## src/rtl/xcvr_seq_pkg.sv

```systemverilog
package xcvr_seq_pkg;

    typedef enum logic [3:0] {
        PH_HALT    = 4'd0,
        PH_SETTLE  = 4'd1,
        PH_SYNTH   = 4'd2,
        PH_ACQ     = 4'd3,
        PH_CONFIRM = 4'd4,
        PH_READY   = 4'd5,
        PH_IDLE    = 4'd6,
        PH_RELOCK  = 4'd7,
        PH_SLEEP   = 4'd8
    } seq_phase_e;

    typedef struct packed {
        logic synth_min_freq;
        logic synth_pwrdn;
        logic rx_analog_en;
        logic rx_track_en;
        logic rx_valid;
        logic comma_en;
        logic tx_force_idle;
        logic rx_loop_reset;
        logic rx_hold;
    } seq_ctrl_t;

    function automatic int unsigned us_to_cycles(int unsigned us, int unsigned mhz);
        return us * mhz;
    endfunction

endpackage

```

## src/rtl/xcvr_rst_stretch.sv

```systemverilog
module xcvr_rst_stretch #(
    parameter int unsigned MIN_CYC = 100
) (
    input  logic clk,
    input  logic por,
    input  logic glb_rst_i,
    output logic hold_o
);
    localparam int unsigned CW = $clog2(MIN_CYC + 1);

    logic [CW-1:0] left_q;

    always_ff @(posedge clk) begin
        if (por)
            left_q <= '0;
        else if (glb_rst_i)
            left_q <= CW'(MIN_CYC - 1);
        else if (left_q != '0)
            left_q <= left_q - 1'b1;
    end

    assign hold_o = glb_rst_i | (left_q != '0);

    assert_stretch_R9: assert property (@(posedge clk) disable iff (por)
        glb_rst_i |=> hold_o);

endmodule

```

## src/rtl/xcvr_seq_timeline.sv

```systemverilog
module xcvr_seq_timeline
    import xcvr_seq_pkg::*;
#(
    parameter int unsigned T_SETTLE = 3200,
    parameter int unsigned T_LOCKIN = 26200,
    parameter int unsigned T_ACQ    = 32600,
    parameter int unsigned T_READY  = 35800,
    parameter int unsigned T_RELOCK = 200
) (
    input  logic       clk,
    input  logic       por,
    input  logic       hold_rst,
    input  logic       pll_bypass,
    input  logic       low_power,
    input  logic       lock_ref,
    output seq_phase_e phase_o,
    output logic       by_reset_o
);
    localparam int unsigned CW = $clog2(T_READY + 1);
    localparam int unsigned RW = $clog2(T_RELOCK + 1);
    localparam logic [CW-1:0] C_SETTLE = CW'(T_SETTLE);
    localparam logic [CW-1:0] C_LOCKIN = CW'(T_LOCKIN);
    localparam logic [CW-1:0] C_ACQ    = CW'(T_ACQ);
    localparam logic [CW-1:0] C_READY  = CW'(T_READY);
    localparam logic [RW-1:0] C_RL_END = RW'(T_RELOCK - 1);

    seq_phase_e    phase_q;
    logic          by_reset_q;
    logic [CW-1:0] cnt_q;
    logic [CW-1:0] cnt_nx;
    logic [RW-1:0] rl_q;
    seq_phase_e    tl_phase;
    logic          stop;

    assign stop   = hold_rst | pll_bypass;
    assign cnt_nx = cnt_q + 1'b1;

    always_comb begin
        if (cnt_nx < C_SETTLE)      tl_phase = PH_SETTLE;
        else if (cnt_nx < C_LOCKIN) tl_phase = PH_SYNTH;
        else if (cnt_nx < C_ACQ)    tl_phase = PH_ACQ;
        else if (cnt_nx < C_READY)  tl_phase = PH_CONFIRM;
        else                        tl_phase = PH_READY;
    end

    always_ff @(posedge clk) begin
        if (por) begin
            phase_q    <= PH_HALT;
            by_reset_q <= 1'b1;
            cnt_q      <= '0;
            rl_q       <= '0;
        end else if (stop) begin
            phase_q    <= PH_HALT;
            by_reset_q <= hold_rst;
            cnt_q      <= '0;
            rl_q       <= '0;
        end else if (low_power) begin
            phase_q    <= PH_SLEEP;
            by_reset_q <= 1'b0;
            cnt_q      <= '0;
            rl_q       <= '0;
        end else begin
            by_reset_q <= 1'b0;
            unique case (phase_q)
                PH_HALT, PH_SLEEP: begin
                    phase_q <= PH_SETTLE;
                    cnt_q   <= '0;
                end
                PH_SETTLE, PH_SYNTH, PH_ACQ, PH_CONFIRM: begin
                    cnt_q   <= cnt_nx;
                    phase_q <= tl_phase;
                end
                PH_READY: begin
                    if (!lock_ref) phase_q <= PH_IDLE;
                end
                PH_IDLE: begin
                    if (lock_ref) begin
                        phase_q <= PH_RELOCK;
                        rl_q    <= '0;
                    end
                end
                PH_RELOCK: begin
                    if (!lock_ref)            phase_q <= PH_IDLE;
                    else if (rl_q == C_RL_END) phase_q <= PH_READY;
                    else                      rl_q    <= rl_q + 1'b1;
                end
                default: phase_q <= PH_HALT;
            endcase
        end
    end

    assign phase_o    = phase_q;
    assign by_reset_o = by_reset_q;

    assert_halt_on_stop_R1: assert property (@(posedge clk) disable iff (por)
        stop |=> (phase_q == PH_HALT));

    assert_sleep_entry_R10: assert property (@(posedge clk) disable iff (por)
        (low_power && !stop) |=> (phase_q == PH_SLEEP));

    assert_ready_source_R5: assert property (@(posedge clk) disable iff (por)
        (phase_q == PH_READY && $past(phase_q) != PH_READY)
            |-> ($past(phase_q) == PH_CONFIRM || $past(phase_q) == PH_RELOCK));

    assert_idle_entry_R6: assert property (@(posedge clk) disable iff (por)
        (phase_q == PH_READY && !lock_ref && !stop && !low_power)
            |=> (phase_q == PH_IDLE));

    assert_relock_exit_R7: assert property (@(posedge clk) disable iff (por)
        (phase_q == PH_RELOCK && !lock_ref && !stop && !low_power)
            |=> (phase_q == PH_IDLE));

endmodule

```

## src/rtl/xcvr_seq_decode.sv

```systemverilog
module xcvr_seq_decode
    import xcvr_seq_pkg::*;
(
    input  seq_phase_e phase_i,
    input  logic       by_reset_i,
    output seq_ctrl_t  ctrl_o
);
    logic rst_halt;

    assign rst_halt = (phase_i == PH_HALT) & by_reset_i;

    always_comb begin
        ctrl_o = '0;
        ctrl_o.synth_min_freq = (phase_i == PH_HALT) || (phase_i == PH_SETTLE);
        ctrl_o.synth_pwrdn    = (phase_i == PH_SLEEP);
        ctrl_o.rx_analog_en   = (phase_i == PH_SYNTH)   || (phase_i == PH_ACQ) ||
                                (phase_i == PH_CONFIRM) || (phase_i == PH_READY) ||
                                (phase_i == PH_IDLE)    || (phase_i == PH_RELOCK);
        ctrl_o.rx_track_en    = (phase_i == PH_ACQ)   || (phase_i == PH_CONFIRM) ||
                                (phase_i == PH_READY) || (phase_i == PH_RELOCK);
        ctrl_o.rx_valid       = (phase_i == PH_READY);
        ctrl_o.comma_en       = (phase_i == PH_READY);
        ctrl_o.tx_force_idle  = rst_halt;
        ctrl_o.rx_loop_reset  = (phase_i == PH_HALT) || (phase_i == PH_SLEEP);
        ctrl_o.rx_hold        = rst_halt || (phase_i == PH_IDLE) || (phase_i == PH_SLEEP);
    end

endmodule

```

## src/rtl/xcvr_startup_seq.sv

```systemverilog
module xcvr_startup_seq
    import xcvr_seq_pkg::*;
#(
    parameter int unsigned REF_MHZ    = 125,
    parameter int unsigned SETTLE_US  = 32,
    parameter int unsigned LOCKIN_US  = 262,
    parameter int unsigned ACQ_US     = 326,
    parameter int unsigned READY_US   = 358,
    parameter int unsigned RELOCK_US  = 2,
    parameter int unsigned RST_MIN_US = 1
) (
    input  logic       clk,
    input  logic       por,
    input  logic       glb_rst,
    input  logic       pll_bypass,
    input  logic       low_power,
    input  logic       lock_ref,
    output logic       synth_min_freq,
    output logic       synth_pwrdn,
    output logic       rx_analog_en,
    output logic       rx_track_en,
    output logic       rx_valid,
    output logic       comma_en,
    output logic       tx_force_idle,
    output logic       rx_loop_reset,
    output logic       rx_hold,
    output logic [3:0] phase_code
);
    localparam int unsigned T_SETTLE = us_to_cycles(SETTLE_US, REF_MHZ);
    localparam int unsigned T_LOCKIN = us_to_cycles(LOCKIN_US, REF_MHZ);
    localparam int unsigned T_ACQ    = us_to_cycles(ACQ_US, REF_MHZ);
    localparam int unsigned T_READY  = us_to_cycles(READY_US, REF_MHZ);
    localparam int unsigned T_RELOCK = us_to_cycles(RELOCK_US, REF_MHZ);
    localparam int unsigned T_RSTMIN = us_to_cycles(RST_MIN_US, REF_MHZ);

    logic       hold_rst;
    seq_phase_e phase;
    logic       by_reset;
    seq_ctrl_t  ctrl;

    xcvr_rst_stretch #(.MIN_CYC(T_RSTMIN)) u_stretch (
        .clk       (clk),
        .por       (por),
        .glb_rst_i (glb_rst),
        .hold_o    (hold_rst)
    );

    xcvr_seq_timeline #(
        .T_SETTLE (T_SETTLE),
        .T_LOCKIN (T_LOCKIN),
        .T_ACQ    (T_ACQ),
        .T_READY  (T_READY),
        .T_RELOCK (T_RELOCK)
    ) u_timeline (
        .clk        (clk),
        .por        (por),
        .hold_rst   (hold_rst),
        .pll_bypass (pll_bypass),
        .low_power  (low_power),
        .lock_ref   (lock_ref),
        .phase_o    (phase),
        .by_reset_o (by_reset)
    );

    xcvr_seq_decode u_decode (
        .phase_i    (phase),
        .by_reset_i (by_reset),
        .ctrl_o     (ctrl)
    );

    assign synth_min_freq = ctrl.synth_min_freq;
    assign synth_pwrdn    = ctrl.synth_pwrdn;
    assign rx_analog_en   = ctrl.rx_analog_en;
    assign rx_track_en    = ctrl.rx_track_en;
    assign rx_valid       = ctrl.rx_valid;
    assign comma_en       = ctrl.comma_en;
    assign tx_force_idle  = ctrl.tx_force_idle;
    assign rx_loop_reset  = ctrl.rx_loop_reset;
    assign rx_hold        = ctrl.rx_hold;
    assign phase_code     = phase;

    assert_track_after_analog_R4: assert property (@(posedge clk) disable iff (por)
        $rose(rx_track_en) |-> rx_analog_en);

    assert_reset_forces_idle_R8: assert property (@(posedge clk) disable iff (por)
        (glb_rst && !pll_bypass) |=> (tx_force_idle && rx_hold && !rx_valid));

endmodule

```

## config.mk

```make
export PLATFORM = sky130hd
export DESIGN_NAME = xcvr_startup_seq
export DESIGN_NICKNAME = d
export VERILOG_FILES = /design/src/rtl/xcvr_seq_pkg.sv /design/src/rtl/xcvr_rst_stretch.sv /design/src/rtl/xcvr_seq_timeline.sv /design/src/rtl/xcvr_seq_decode.sv /design/src/rtl/xcvr_startup_seq.sv
export SDC_FILE = /design/constraint.sdc
export NUM_CORES = 1
export LEC_CHECK = 0
export ABC_AREA = 0
export BUFFER_PORTS_ARGS = -buffer_cell sky130_fd_sc_hd__buf_2
export CAP_MARGIN = 0
export CORE_ASPECT_RATIO = 0.9
export CORE_MARGIN = 1
export CORE_UTILIZATION = 35
export CTS_CLUSTER_SIZE = 12
export DETAILED_ROUTE_END_ITERATION = 7
export GPL_ROUTABILITY_DRIVEN = 0
export PLACE_DENSITY_LB_ADDON = 0.2
export SYNTH_ARGS = -nofsm -noshare
export SYNTH_HDL_FRONTEND = slang
export SYNTH_SLANG_ARGS = --single-unit
```

## constraint.sdc

```tcl
create_clock -name clk -period 7.25 [get_ports clk]
set_input_delay 1.45 -clock clk [delete_from_list [all_inputs] [get_ports clk]]
set_output_delay 1.45 -clock clk [all_outputs]
set_load 0.05 [all_outputs]
```

==> metrics.yaml <==
global_route:
  grt_pass1_vias: 1830
  grt_overflow: 0
  grt_max_degree: 17
  grtUsageTotal_pct: 15.3
  grt_antenna_before_repair: 0
  grt_pass1_wl_um: 8290
synth:
  netlist_instances: 292
  postSynthAreaPerCell_um2: 7.87
  synth-seq-cells: 36
  synthArstFlopShare_pct: 0
  syn_nets: 302
  synth_area_mm2: 0.00230
  seq_area_frac_synth_pct: 31.4
  synth_edf_count: 0
  synth.distinct_cells: 52
  synthFlopType: "dfxtp_1"
  ys.warnings.count: 0
worst_setup_path:
  path_cells: "or3_1, inv_1, and2_1, buf_2"
  path_buf_inv: 2
  cp_slowest_cell: "or3_1"
  path_class: "reg2out"
  path_delay_family: "simple AND/OR/NAND/NOR gates"
  max_stage_delay_ps: 500
  arrival_ps: 1730
  critPathMaxFanout: 10
  end_kind: "output port"
  worstSetupStartpointType: "flop"
  cp.required_ps: 5800
cells_and_area:
  final_cell_mix: "nor2_1, dfxtp_1, nand2_1, xnor2_1, buf_2"
  drive_gt1_share_pct: 13.2
  final_nets: 312
  ff_latch_area_um2: 721
  multiInputGateArea_mm2: 0.00142
  num-fill-cells: 692
  n_antenna_cell: 0
  final_common_cell: "nor2_1"
  fin_area_mm2: 0.00251
  instances_no_fill: 390
  post-route-util_pct: 40.5
  syn_to_final_growth_pct: 9.48
sta:
  tns_ps: 0
  hold_viol_final: 0
  period_share_pct: 43.8
  max_freq_mhz: 315
  setup_ws_ps: 4070
  finClkSkew_ps: 9.35
  finalCriticalPeriod_ps: 3180
  rsz0062_at_grt: "false"
  setup_violations: 0
  relSlewSlack_pct: 62.5
  slew_viol_final: 0
  worstMarginPinSlew_ps: 561
  fin_hold_ws_ps: 497
route:
  wl_per_cell_um: 12.3
  drtPass1Iterations: 4
  ant_nets: 0
  vias_per_cell: 5.13
  dr_wl_met2_um: 2080
  num_vias: 2001
  drt-met1-wl_um: 2470
  totalWireLength_um: 4790
  met3_length_um: 174
  drt_iter0_markers: 75
  top_layer: "met4"
  drc: 0
clocking:
  htreeDepth: 2
  clk_latency_ps: 290
  cts_root_buf: "clkbuf_8"
  cts_tree: "yes"
  clk_pin_slew_ps: 80
  cts.path.max_buffers: 2
  cts_buffers: 5
  postCtsSetupRepairBufs: 0
  cts.repair.resized: 0
  clkSinkCount: 36
  ctsHoldBuffers: 0
placed_design:
  hpwlAfterDp_um: 3510
  dp.cells: 382
  place_ws_ps: 4270
  place_area_mm2: 0.00240
  io_buffers: 18
power:
  switchingPower_mw: 0.0950
  power_frac_clock_pct: 44.2
  powerDensity_mw_per_mm2: 162
  p_seq_share_pct: 50.3
  combinationalPowerShare_pct: 5.4
  swShare_pct: 23.3
  p_leak_nw: 0.846
  p_int_mw: 0.313
  irDropWorstVdd_uv: 77.5
  fin_total_pwr_mw: 0.408
floorplanning:
  die_width_um: 87.4
  core_mm2: 0.00622
  floorplan.die.height_um: 78.9
  dieArea_mm2: 0.00689
  fp-row-count: 27
  start_util_pct: 37.0
  io_pins: 19
run:
  maxCapViolCount: 0
status:
  outcome: "completed"
hold_path:
  hp-class: "reg2reg"
[power by group through the flow]
stage / logic, mW / registers (mW) / clock network [mW]
3_5_place_dp: 0.0223 / 0.210 / 0
4_1_cts: 0.0225 / 0.205 / 0.186
5_1_grt: 0.0252 / 0.206 / 0.194
2_1_floorplan: 0.0166 / 0.209 / 0
3_3_place_gp: 0.0222 / 0.210 / 0
6_report: 0.0222 / 0.205 / 0.180
[final timing paths]
path / depth (start not counted) / endpoint / slack, ps / from
max: 4 / synth_pwrdn / 4070 / u_timeline.phase_o[0]$_SDFFE_PP0P_
max reg2reg: 8 / u_timeline.cnt_q[13]$_SDFFE_PP0P_ / 4540 / u_stretch.left_q[0]$_SDFFE_PP0P_
min: 2 / u_timeline.rl_q[5]$_SDFFE_PP0P_ / 500 / u_timeline.rl_q[5]$_SDFFE_PP0P_
min reg2reg: 2 / u_timeline.rl_q[5]$_SDFFE_PP0P_ / 500 / u_timeline.rl_q[5]$_SDFFE_PP0P_
[Yosys cell counts (all sizes together), types with 6 or more instances]
master | n | area share, %
dfxtp | 36 | 31
buf | 12 | 3.7
xnor2 | 20 | 8.0
nand2 | 28 | 4.6
inv | 14 | 2.3
nor3 | 7 | 1.5
a21oi | 17 | 3.9
nor2 | 44 | 7.2
o21ai | 11 | 2.4
nor4 | 6 | 2.6
or3 | 8 | 2.2
xor2 | 9 | 3.4
nand3 | 14 | 3.3
[area by class of cell]
type,count,share of cell area (%)
clock buffers,5,2.74
inverters,14,2.09
clock inverters,3,1.69
well taps,87,4.33
repair buffers,19,3.88
flip-flops and latches,36,28.7
multi-input cells,226,56.6
[worst min-delay path, stage by stage (launching register included)]
cell and delay, ps:
dfxtp_1 330, o21ai_0 70, a21oi_1 60
[layer usage]
metal	GRT usage [%]	vias up
met5	0	-
met4	5.08	0
met3	4.16	6
met2	24.2	26
met1	20.0	930
li1	-	1039
[cells by family (layout without fill, tap and decap cells)]
family                   Yosys count  count (layout)  share of synthesized area (%)
AND/OR/NAND/NOR                  140             140                           32.2
AO/OA/AOI/OAI                     51              51                           15.4
flip-flops                        36              36                           31.4
buffers and inverters             30              41                           6.64
XOR/XNOR                          29              29                           11.4
adder cells (fa/ha/maj)            4               4                           2.18
multiplexers                       2               2                          0.871
[registers in the layout, indices dropped and copies added (netlist names)]
register,flops
u_stretch.left_q,7
u_timeline.by_reset_o,1
u_timeline.cnt_q,16
u_timeline.phase_o,4
u_timeline.rl_q,8
No activity file was read; power rests on OpenSTA's default activity.
